==> src/rtl/dsw_pkg.sv <==
package dsw_pkg;

    typedef enum logic [1:0] {
        S_IDLE    = 2'd0,
        S_FWD     = 2'd1,
        S_REFRESH = 2'd2
    } dsw_state_e;

    localparam int unsigned HDR_BYTES  = 36;
    localparam int unsigned SLOT_BYTES = 4;
    localparam int unsigned MAX_SLOTS  = 31;
    localparam int unsigned WIN_BYTES  = 8;

    function automatic int unsigned pow2_ceil(input int unsigned x);
        int unsigned p;
        p = 1;
        for (int i = 0; i < 31; i++) begin
            if (p < x) p = p * 2;
        end
        return p;
    endfunction

    localparam int unsigned APERTURE = pow2_ceil(HDR_BYTES + SLOT_BYTES * MAX_SLOTS);

endpackage

==> src/rtl/dsw_clip.sv <==
module dsw_clip #(
    parameter int unsigned BASE_W = 3,
    parameter int unsigned LIMIT  = 8
) (
    input  logic [BASE_W-1:0] base,
    input  logic [1:0]        len_code,
    output logic [3:0]        lane_ok
);
    localparam int unsigned POS_W = BASE_W + 2;
    localparam logic [POS_W-1:0] LIM = POS_W'(LIMIT);

    for (genvar gi = 0; gi < 4; gi++) begin : g_lane
        logic [POS_W-1:0] pos;
        assign pos = {2'b00, base} + POS_W'(gi);
        assign lane_ok[gi] = (2'(gi) <= len_code) && (pos < LIM);
    end

endmodule

==> src/rtl/dsw_ctrl.sv <==
module dsw_ctrl
    import dsw_pkg::*;
(
    input  logic clk,
    input  logic rst_n,
    input  logic win_wr_acc,
    input  logic data_touch,
    input  logic dir_wr_acc,
    output logic busy,
    output logic fwd_en,
    output logic refresh_en
);
    dsw_state_e st, st_nx;

    always_ff @(posedge clk) begin
        if (!rst_n) st <= S_IDLE;
        else        st <= st_nx;
    end

    always_comb begin
        st_nx = S_IDLE;
        unique case (st)
            S_IDLE: begin
                if (win_wr_acc)      st_nx = data_touch ? S_FWD : S_REFRESH;
                else if (dir_wr_acc) st_nx = S_REFRESH;
                else                 st_nx = S_IDLE;
            end
            S_FWD:     st_nx = S_REFRESH;
            S_REFRESH: st_nx = S_IDLE;
            default:   st_nx = S_IDLE;
        endcase
    end

    always_comb begin
        busy       = 1'b0;
        fwd_en     = 1'b0;
        refresh_en = 1'b0;
        unique case (st)
            S_IDLE:    busy = 1'b0;
            S_FWD:     begin busy = 1'b1; fwd_en = 1'b1; end
            S_REFRESH: begin busy = 1'b1; refresh_en = 1'b1; end
            default:   busy = 1'b0;
        endcase
    end

    // a forward is always followed by a reload
    p_fwd_then_refresh_r4: assert property (@(posedge clk) disable iff (!rst_n)
        fwd_en |=> refresh_en);

    // a lone direct write leads straight to a reload
    p_dir_write_reload_r9: assert property (@(posedge clk) disable iff (!rst_n)
        (!busy && dir_wr_acc && !win_wr_acc) |=> (refresh_en && !fwd_en));

endmodule

==> src/rtl/dsw_regs.sv <==
module dsw_regs (
    input  logic        clk,
    input  logic        rst_n,
    input  logic        wr_en,
    input  logic [2:0]  wr_addr,
    input  logic [3:0]  wr_lanes,
    input  logic [31:0] wr_data,
    input  logic        refresh_en,
    input  logic        refresh_hit,
    input  logic [31:0] refresh_data,
    input  logic [1:0]  flags,
    output logic [7:0]  sel,
    output logic [31:0] mirror,
    output logic        data_touch,
    output logic [63:0] image
);
    logic       sel_we;
    logic [7:0] sel_val;
    logic [3:0] dat_we;
    logic [7:0] dat_val [4];

    always_comb begin
        sel_we  = 1'b0;
        sel_val = '0;
        dat_we  = '0;
        for (int k = 0; k < 4; k++) dat_val[k] = '0;
        for (int i = 0; i < 4; i++) begin
            logic [2:0] off;
            off = wr_addr + 3'(i);
            if (wr_lanes[i]) begin
                if (off == 3'd2) begin
                    sel_we  = 1'b1;
                    sel_val = wr_data[8*i +: 8];
                end
                if (off[2]) begin
                    dat_we[off[1:0]]  = 1'b1;
                    dat_val[off[1:0]] = wr_data[8*i +: 8];
                end
            end
        end
    end

    assign data_touch = |dat_we;

    always_ff @(posedge clk) begin
        if (!rst_n) begin
            sel    <= '0;
            mirror <= '0;
        end else if (wr_en) begin
            if (sel_we) sel <= sel_val;
            for (int k = 0; k < 4; k++) begin
                if (dat_we[k]) mirror[8*k +: 8] <= dat_val[k];
            end
        end else if (refresh_en) begin
            mirror <= refresh_hit ? refresh_data : 32'h0;
        end
    end

    assign image = {mirror, 4'b0000, flags, 2'b00, sel, 16'h0000};

    // select only moves on a window write covering offset 2
    p_sel_hold_r3: assert property (@(posedge clk) disable iff (!rst_n)
        !(wr_en && sel_we) |=> $stable(sel));

    // a reload from outside the array yields zero
    p_mirror_oob_zero_r5: assert property (@(posedge clk) disable iff (!rst_n)
        (refresh_en && !wr_en && !refresh_hit) |=> (mirror == 32'h0));

endmodule

==> src/rtl/dsel_window.sv <==
module dsel_window
    import dsw_pkg::*;
#(
    parameter int unsigned NSLOTS = 31,
    localparam int unsigned ARR_BYTES = HDR_BYTES + SLOT_BYTES * NSLOTS,
    localparam int unsigned ADDR_W    = $clog2(APERTURE)
) (
    input  logic              clk,
    input  logic              rst_n,
    input  logic              win_req,
    input  logic              win_we,
    input  logic [2:0]        win_addr,
    input  logic [1:0]        win_len,
    input  logic [31:0]       win_wdata,
    output logic              win_ready,
    output logic              win_rvalid,
    output logic [31:0]       win_rdata,
    input  logic [1:0]        cap_flags,
    input  logic              dir_req,
    input  logic              dir_we,
    input  logic [ADDR_W-1:0] dir_addr,
    input  logic [1:0]        dir_len,
    input  logic [31:0]       dir_wdata,
    output logic              dir_ready,
    output logic              dir_rvalid,
    output logic [31:0]       dir_rdata,
    output logic              bk_we,
    output logic [ADDR_W-1:0] bk_addr,
    output logic [3:0]        bk_be,
    output logic [31:0]       bk_wdata,
    input  logic [31:0]       bk_rdata
);
    logic        busy, fwd_en, refresh_en;
    logic        win_acc, dir_acc;
    logic [3:0]  wlanes, dlanes;
    logic [7:0]  sel;
    logic [31:0] mirror;
    logic        data_touch;
    logic [63:0] image;
    logic [9:0]  fwd_addr;
    logic        fwd_hit;
    logic [31:0] win_rd_bytes, dir_rd_bytes;

    assign win_ready = !busy;
    assign dir_ready = !busy && !win_req;
    assign win_acc   = win_req && win_ready;
    assign dir_acc   = dir_req && dir_ready;

    assign fwd_addr = {sel, 2'b00};
    assign fwd_hit  = (32'(fwd_addr) < ARR_BYTES);

    dsw_clip #(.BASE_W(3), .LIMIT(WIN_BYTES)) u_wclip (
        .base     (win_addr),
        .len_code (win_len),
        .lane_ok  (wlanes)
    );

    dsw_clip #(.BASE_W(ADDR_W), .LIMIT(ARR_BYTES)) u_dclip (
        .base     (dir_addr),
        .len_code (dir_len),
        .lane_ok  (dlanes)
    );

    dsw_ctrl u_ctrl (
        .clk        (clk),
        .rst_n      (rst_n),
        .win_wr_acc (win_acc && win_we),
        .data_touch (data_touch),
        .dir_wr_acc (dir_acc && dir_we),
        .busy       (busy),
        .fwd_en     (fwd_en),
        .refresh_en (refresh_en)
    );

    dsw_regs u_regs (
        .clk          (clk),
        .rst_n        (rst_n),
        .wr_en        (win_acc && win_we),
        .wr_addr      (win_addr),
        .wr_lanes     (wlanes),
        .wr_data      (win_wdata),
        .refresh_en   (refresh_en),
        .refresh_hit  (fwd_hit),
        .refresh_data (bk_rdata),
        .flags        (cap_flags),
        .sel          (sel),
        .mirror       (mirror),
        .data_touch   (data_touch),
        .image        (image)
    );

    // array port steering
    always_comb begin
        bk_addr  = dir_addr;
        bk_we    = dir_acc && dir_we && (|dlanes);
        bk_be    = dlanes;
        bk_wdata = dir_wdata;
        if (fwd_en) begin
            bk_addr  = fwd_addr[ADDR_W-1:0];
            bk_we    = fwd_hit;
            bk_be    = 4'hF;
            bk_wdata = mirror;
        end else if (refresh_en) begin
            bk_addr  = fwd_addr[ADDR_W-1:0];
            bk_we    = 1'b0;
            bk_be    = 4'hF;
        end
    end

    always_comb begin
        win_rd_bytes = '0;
        for (int i = 0; i < 4; i++) begin
            if (wlanes[i]) win_rd_bytes[8*i +: 8] = image[{win_addr + 3'(i), 3'b000} +: 8];
        end
    end

    always_comb begin
        for (int i = 0; i < 4; i++) begin
            dir_rd_bytes[8*i +: 8] = dlanes[i] ? bk_rdata[8*i +: 8] : 8'h00;
        end
    end

    always_ff @(posedge clk) begin
        if (!rst_n) begin
            win_rvalid <= 1'b0;
            win_rdata  <= '0;
            dir_rvalid <= 1'b0;
            dir_rdata  <= '0;
        end else begin
            win_rvalid <= win_acc && !win_we;
            dir_rvalid <= dir_acc && !dir_we;
            if (win_acc && !win_we) win_rdata <= win_rd_bytes;
            if (dir_acc && !dir_we) dir_rdata <= dir_rd_bytes;
        end
    end

    // forwarded writes cover the whole dword
    p_fwd_full_r4: assert property (@(posedge clk) disable iff (!rst_n)
        (fwd_en && bk_we) |-> (bk_be == 4'hF));

    // no array write starts outside the array
    p_no_oob_write_r7: assert property (@(posedge clk) disable iff (!rst_n)
        bk_we |-> (32'(bk_addr) < ARR_BYTES));

    // an accepted direct read answers one cycle later
    p_dir_rvalid_r6: assert property (@(posedge clk) disable iff (!rst_n)
        (dir_req && !dir_we && dir_ready) |=> dir_rvalid);

    // a window request during a busy cycle yields no read data next cycle
    p_busy_blocks_r8: assert property (@(posedge clk) disable iff (!rst_n)
        (win_req && busy) |=> !win_rvalid);

endmodule

==> config.mk <==
export PLATFORM = sky130hd
export DESIGN_NAME = dsel_window
export DESIGN_NICKNAME = d
export VERILOG_FILES = /design/src/rtl/dsw_pkg.sv /design/src/rtl/dsw_clip.sv /design/src/rtl/dsw_ctrl.sv /design/src/rtl/dsw_regs.sv /design/src/rtl/dsel_window.sv
export SDC_FILE = /design/constraint.sdc
export NUM_CORES = 1
export LEC_CHECK = 0
export ABC_AREA = 0
export BUFFER_PORTS_ARGS = -buffer_cell sky130_fd_sc_hd__buf_2
export CAP_MARGIN = 20
export CORE_UTILIZATION = 50
export CTS_CLUSTER_DIAMETER = 200
export CTS_CLUSTER_SIZE = 8
export DETAILED_ROUTE_END_ITERATION = 7
export PLACE_DENSITY = 0.79
export SETUP_SLACK_MARGIN = 0.1
export SYNTH_ARGS = -nofsm -noshare
export SYNTH_HDL_FRONTEND = slang
export SYNTH_SLANG_ARGS = --single-unit
export TNS_END_PERCENT = 20
==> constraint.sdc <==
create_clock -name clk -period 5.3 [get_ports clk]
set_input_delay 0.53 -clock clk [delete_from_list [all_inputs] [get_ports clk]]
set_output_delay 0.53 -clock clk [all_outputs]
set_load 0.02 [all_outputs]
; After elaboration in Yosys (flattened, before gate mapping)
; Index checks and enable logic that the tools add are counted.
; W data, S select, Z words.
[classes]
n_addsub = 9
magnitude_cmp = 33
eq_ne = 10
n_shift = 4
muxes = 80
bitwise = 8
n_reduce_logical = 38
[op_table]
columns = operator, n
row1 = $mux W32, 12
row2 = $shiftx A64 B7 Y8, 4
row3 = $mux W8, 26
row4 = $bwmux W32, 3
row5 = $demux W8 S2, 4
row6 = $lt A10 B8 Y1 const B, 4
row7 = $mux W4, 10
row8 = $and A32 B32 Y32, 1
row9 = $logic_and A1 B1 Y1, 24
row10 = $add A8 B2 Y9 const B, 2
row11 = $mux W1, 17
row12 = $lt A5 B4 Y1 const B, 3
row13 = $eq A3 B2 Y1 const B, 4
row14 = $ge A3 B3 Y1 const B, 4
row15 = $lt A2 B3 Y1 const B, 4
row16 = $lt A3 B1 Y1 const B, 4
row17 = $not A2 Y3, 4
row18 = $or A4 B4 Y4, 3
row19 = $reduce_and A2 Y1, 5
row20 = $add A8 B1 Y9 const B, 1
row21 = $add A3 B2 Y4 const B, 2
row22 = $demux W1 S2, 4
row23 = $ge A2 B1 Y1 const B, 4
row24 = $le A1 B2 Y1 const A, 4
row25 = 16 further kinds, 29
[word_totals]
register_bits = 108
input_bits = 119
output_inout_bits = 113
wordCells = 192

; Longest topological paths before layout
[logic_depth]
depth_word = 19
ltp_mapped = 14
depth_no_buf = 7

; Hierarchy
; A second synthesis with hierarchy kept.
[unflattened]
hier_cells = 983
area_unflattened_um2 = 8689.6
[by_module_without_submodules]
columns = module, n_inst, cells_per_inst, area_each_um2, seq_area_each_um2
row1 = dsel_window, 1, 457, 4589.4, 1321.3
row2 = dsw_regs, 1, 494, 3854.9, 800.8
row3 = dsw_ctrl, 1, 13, 125.1, 40.0
row4 = dsw_clip (u_dclip), 1, 12, 80.1, 0.0
row5 = dsw_clip (u_wclip), 1, 7, 40.0, 0.0

; Worst setup path after synthesis
; OpenSTA, ideal clock, no wires.
[synth_timing]
path_type = input port to flip-flop
from = input port win_addr[1]
to = register u_regs.mirror[0]
setup_time_ns = 0.122
t_arrival_ns = 3.067
t_required_ns = 5.178
path_slack_ns = 2.112
cell_stages = 11
n_path_buf = 5
path_cell_list = buf_2 buf_2 clkbuf_1 inv_1 ha_1 buf_2 xor2_2 o41ai_4 o21ai_2 buf_6 o311a_1
[synth_between]
elab_chain_len = 19
word_cells_on_any_way = 85
classes_between = add/sub: 6 / order compare: 20 / eq/ne: 1 / mux: 37 / bitwise: 8 / reduce/logical: 13
[synth_rtl]
columns = item, line
row1 = "start, declared", dsel_window.sv:12  ; input logic [2:0] win_addr,
row2 = "parallel branches: the longest is 19 deep, another holds $add A3 B1 Y3", n/a
row3 = "end signal, assigned by index", dsw_regs.sv:52  ; if (dat_we[k]) mirror[8*k +: 8] <= dat_val[k];
row4 = "end signal, assigned", dsw_regs.sv:55  ; mirror <= refresh_hit ? refresh_data : 32'h0;
row5 = "end, declared", dsw_regs.sv:13  ; output logic [31:0] mirror,
; Parallel ways; which one is timed is not known. The select of a mux whose other input is x is not followed.
; A chain may end at the register's enable or synchronous reset.

; Worst setup path in the final report
[layout_timing]
from = input port win_addr[1]
to = register u_regs.mirror[4]
; Same word-level chain as after synthesis.

==> impl_metrics.toml <==
[status]
status = "complete, no violations"

[placement]
dp_hpwl_mm = 23.2
placed_cells = 1301
globalplace.congestion = 1.05
numPortBuffers = 231

[logic_synthesis]
avgSynthCellArea_um2 = 8.56
yosys.cell_types.count = 82
synth_fp_nets = 1059
ys_seq_area_frac = 0.272
syn_area_um2 = 7940
synthTopCellsByCount = "dfxtp_1 (108), nand2_1 (91), nor2_1 (68), o21ai_0 (47), clkbuf_1 (45)"
yosysTopAreaCellShare = 0.272
synth_cells = 927
async_flop_share = 0
synth_area_leaders = "dfxtp_1 (27%), mux4_2 (6.2%), mux2_2 (6.1%)"
synth.most_common_cell = "dfxtp_1"
yosysWarningCount = 0
synth_ff_type = "dfxtp_1"
ys_seq_elements = 108
synth_edf_count = 0
yosys.area.top_type = "dfxtp_1"

[clocking]
cts_resized = 0
cts_max_level = 3
cts.path.max_buffers = 2
holdBufCountCts = 0
numCtsBuffers = 9
numClockSinks = 108
clock-root-buffer = "clkbuf_16"
cts_tree = "built"
cts.clk_slew.worst_paths_ps = 80
insertion_delay_ps = 370
cts_setup_buffers = 0

[timing]
post-route-period-util = 0.675
slew_headroom = 0.338
hold_ws_ps = 394
setup_viol = 0
skew_ps = 18.0
fin_crit_ps = 3580
rsz0062_at_grt = "no"
tns_ps = 0
fmax_mhz = 280
timing_worst_slew_pin_value_ps = 985
drv_slew = 0
final_hold_viol_count = 0

[detailed_routing]
drcViolationCount = 0
vias_per_cell = 6.71
wl_mm = 30.9
drtAntennaViolNets = 0
vias = 8847
drt-wirelength-per-cell_um = 23.4
drt_iter0_drc = 1283
first_pass_iters = 7

[grt]
antenna_found_initial = 1
grt_pass1_wl_mm = 45.3
grt_max_degree = 54
grt_usage = 0.370
grt_pass1_vias = 7810
grt.overflow.total = 0

[flow_run]
max_cap_violations = 0

[floorplan]
core_area_um2 = 15400
fp.dieH_um = 128
die_w_um = 128
die-area_um2 = 16400
io_pins = 232
start_util = 0.516
num_rows = 45

[setup_path]
cp_cell_sequence = "buf_2 -> inv_1 -> ha_1 -> nand4bb_1 -> o311ai_1 -> o21ai_2 -> or2b_1 -> o311a_1"
cp-end-kind = "register"
reg2reg_slack_ps = 2120
critPathSlowestCell = "ha_1"
critPathMaxStageDelay_ps = 630
crit_required_ps = 5560
crit_type = "primary input to register"
start_kind = "primary input"
crit_fanout = 29
critPathBufInv = 2
critPathTopFamily = "compound AO/OA/AOI/OAI gates"
crit_arrival_ps = 3840

[power_and_ir_drop]
vdd_ir_drop_max_mv = 0.226
power.density_nw_per_um2 = 251
p_leak_nw = 4.07

[layout]
drive_above_1_share = 0.310
utilization = 0.608
layout.nets = 1233
fin_cells = 1318
syn_to_final_growth_pct = 17.8

[hold_path]
hold_class = "primary input to register"
-- power by group --
| group | switching (mW) | leakage [nW] | internal [mW] |
|---|---|---|---|
| Combinational | 0.417 | 3.04 | 0.271 |
| Sequential | 0.0857 | 0.879 | 0.857 |
| Clock | 0.339 | 0.148 | 0.377 |
| Total | 0.842 | 4.07 | 1.50 |
-- state kept, by name (all words and copies together) (netlist names) --
name           count
u_regs.mirror     32
u_regs.sel         8
win_rvalid         1
win_rdata         32
dir_rvalid         1
u_ctrl.st          2
dir_rdata         32
-- stage by stage --
stage                     cell area [um^2]  setup WS, ps  power, mW
after floorplan                       7940          2110       1.38
after global placement                9040          1590       1.61
after detailed placement              9040          1440       1.62
after CTS                             9350          1810       2.32
after global routing                  9350          1460       2.43
final                                 9350          1720       2.35
-- path summary, 6_finish.rpt --
path | start | to | depth (start not counted)
worst max-delay path | win_addr[1] | u_regs.mirror[4]$_SDFFE_PN0P_ | 8
worst min-delay path | bk_rdata[7] | dir_rdata[7]$_SDFFE_PN0P_ | 2
worst max register to register | u_ctrl.st[0]$_SDFF_PN0_ | u_regs.mirror[4]$_SDFFE_PN0P_ | 7
worst min register to register | dir_rdata[20]$_SDFFE_PN0P_ | dir_rdata[20]$_SDFFE_PN0P_ | 2
-- cell type report --
class	instances	area, um^2
diodes	1	2.50
flip-flops and latches	108	2160
clock buffers	10	229
repair buffers	242	1240
fillers	1400	6020
well taps	211	264
clock inverters	6	77.6
multi-input cells	712	5270
inverters	28	105
-- routing by layer --
layer / up-vias / track usage / part of all wire
li1: 3896 / - / -
met1: 4094 / 0.476 / 0.38
met2: 704 / 0.558 / 0.44
met3: 153 / 0.0893 / 0.12
met4: 0 / 0.235 / 0.066
met5: - / 0 / 0
-- cells by family (layout without fill, tap and decap cells) --
| family | Yosys count | in the layout | share of synthesized area |
|---|---|---|---|
| AND/OR/NAND/NOR | 304 | 304 | 0.197 |
| AO/OA/AOI/OAI | 292 | 292 | 0.274 |
| flip-flops | 108 | 108 | 0.272 |
| buffers and inverters | 107 | 286 | 0.0634 |
| multiplexers | 99 | 99 | 0.166 |
| adder cells (fa/ha/maj) | 13 | 13 | 0.0205 |
| XOR/XNOR | 4 | 4 | 0.00631 |
| other | 0 | 1 | 0 |
-- cell usage in the layout, fill, tap and decap left out, types with 5 or more instances in the layout --
master / count
buf_2: 231
dfxtp_1: 108
nand2_1: 91
nor2_1: 68
o21ai_0: 47
a21oi_1: 44
mux2_2: 43
mux2i_1: 34
a22o_1: 33
inv_1: 28
nand3_1: 26
a31oi_1: 24
mux4_2: 22
nor3_1: 21
and3_1: 20
a211oi_1: 14
nand4_1: 14
ha_1: 13
and2_1: 11
o2bb2ai_1: 11
buf_4: 11
a22oi_1: 10
o211ai_1: 10
o311a_1: 9
a211o_1: 9
clkbuf_16: 9
and4_1: 8
a32oi_1: 8
o2111ai_1: 8
a222oi_1: 7
a32o_1: 7
o22ai_1: 6
a2bb2oi_1: 6
or2b_1: 6
a311oi_1: 6
nand3b_1: 5
-- worst reg2reg max path, stage by stage, from the launching register on --
cell	delay, ps
dfxtp_1	370
inv_1	70
ha_1	420
and3b_1	850
o41ai_4	370
o21ai_2	570
or2b_1	290
o311a_1	130
(Power assumes the default switching activity.)
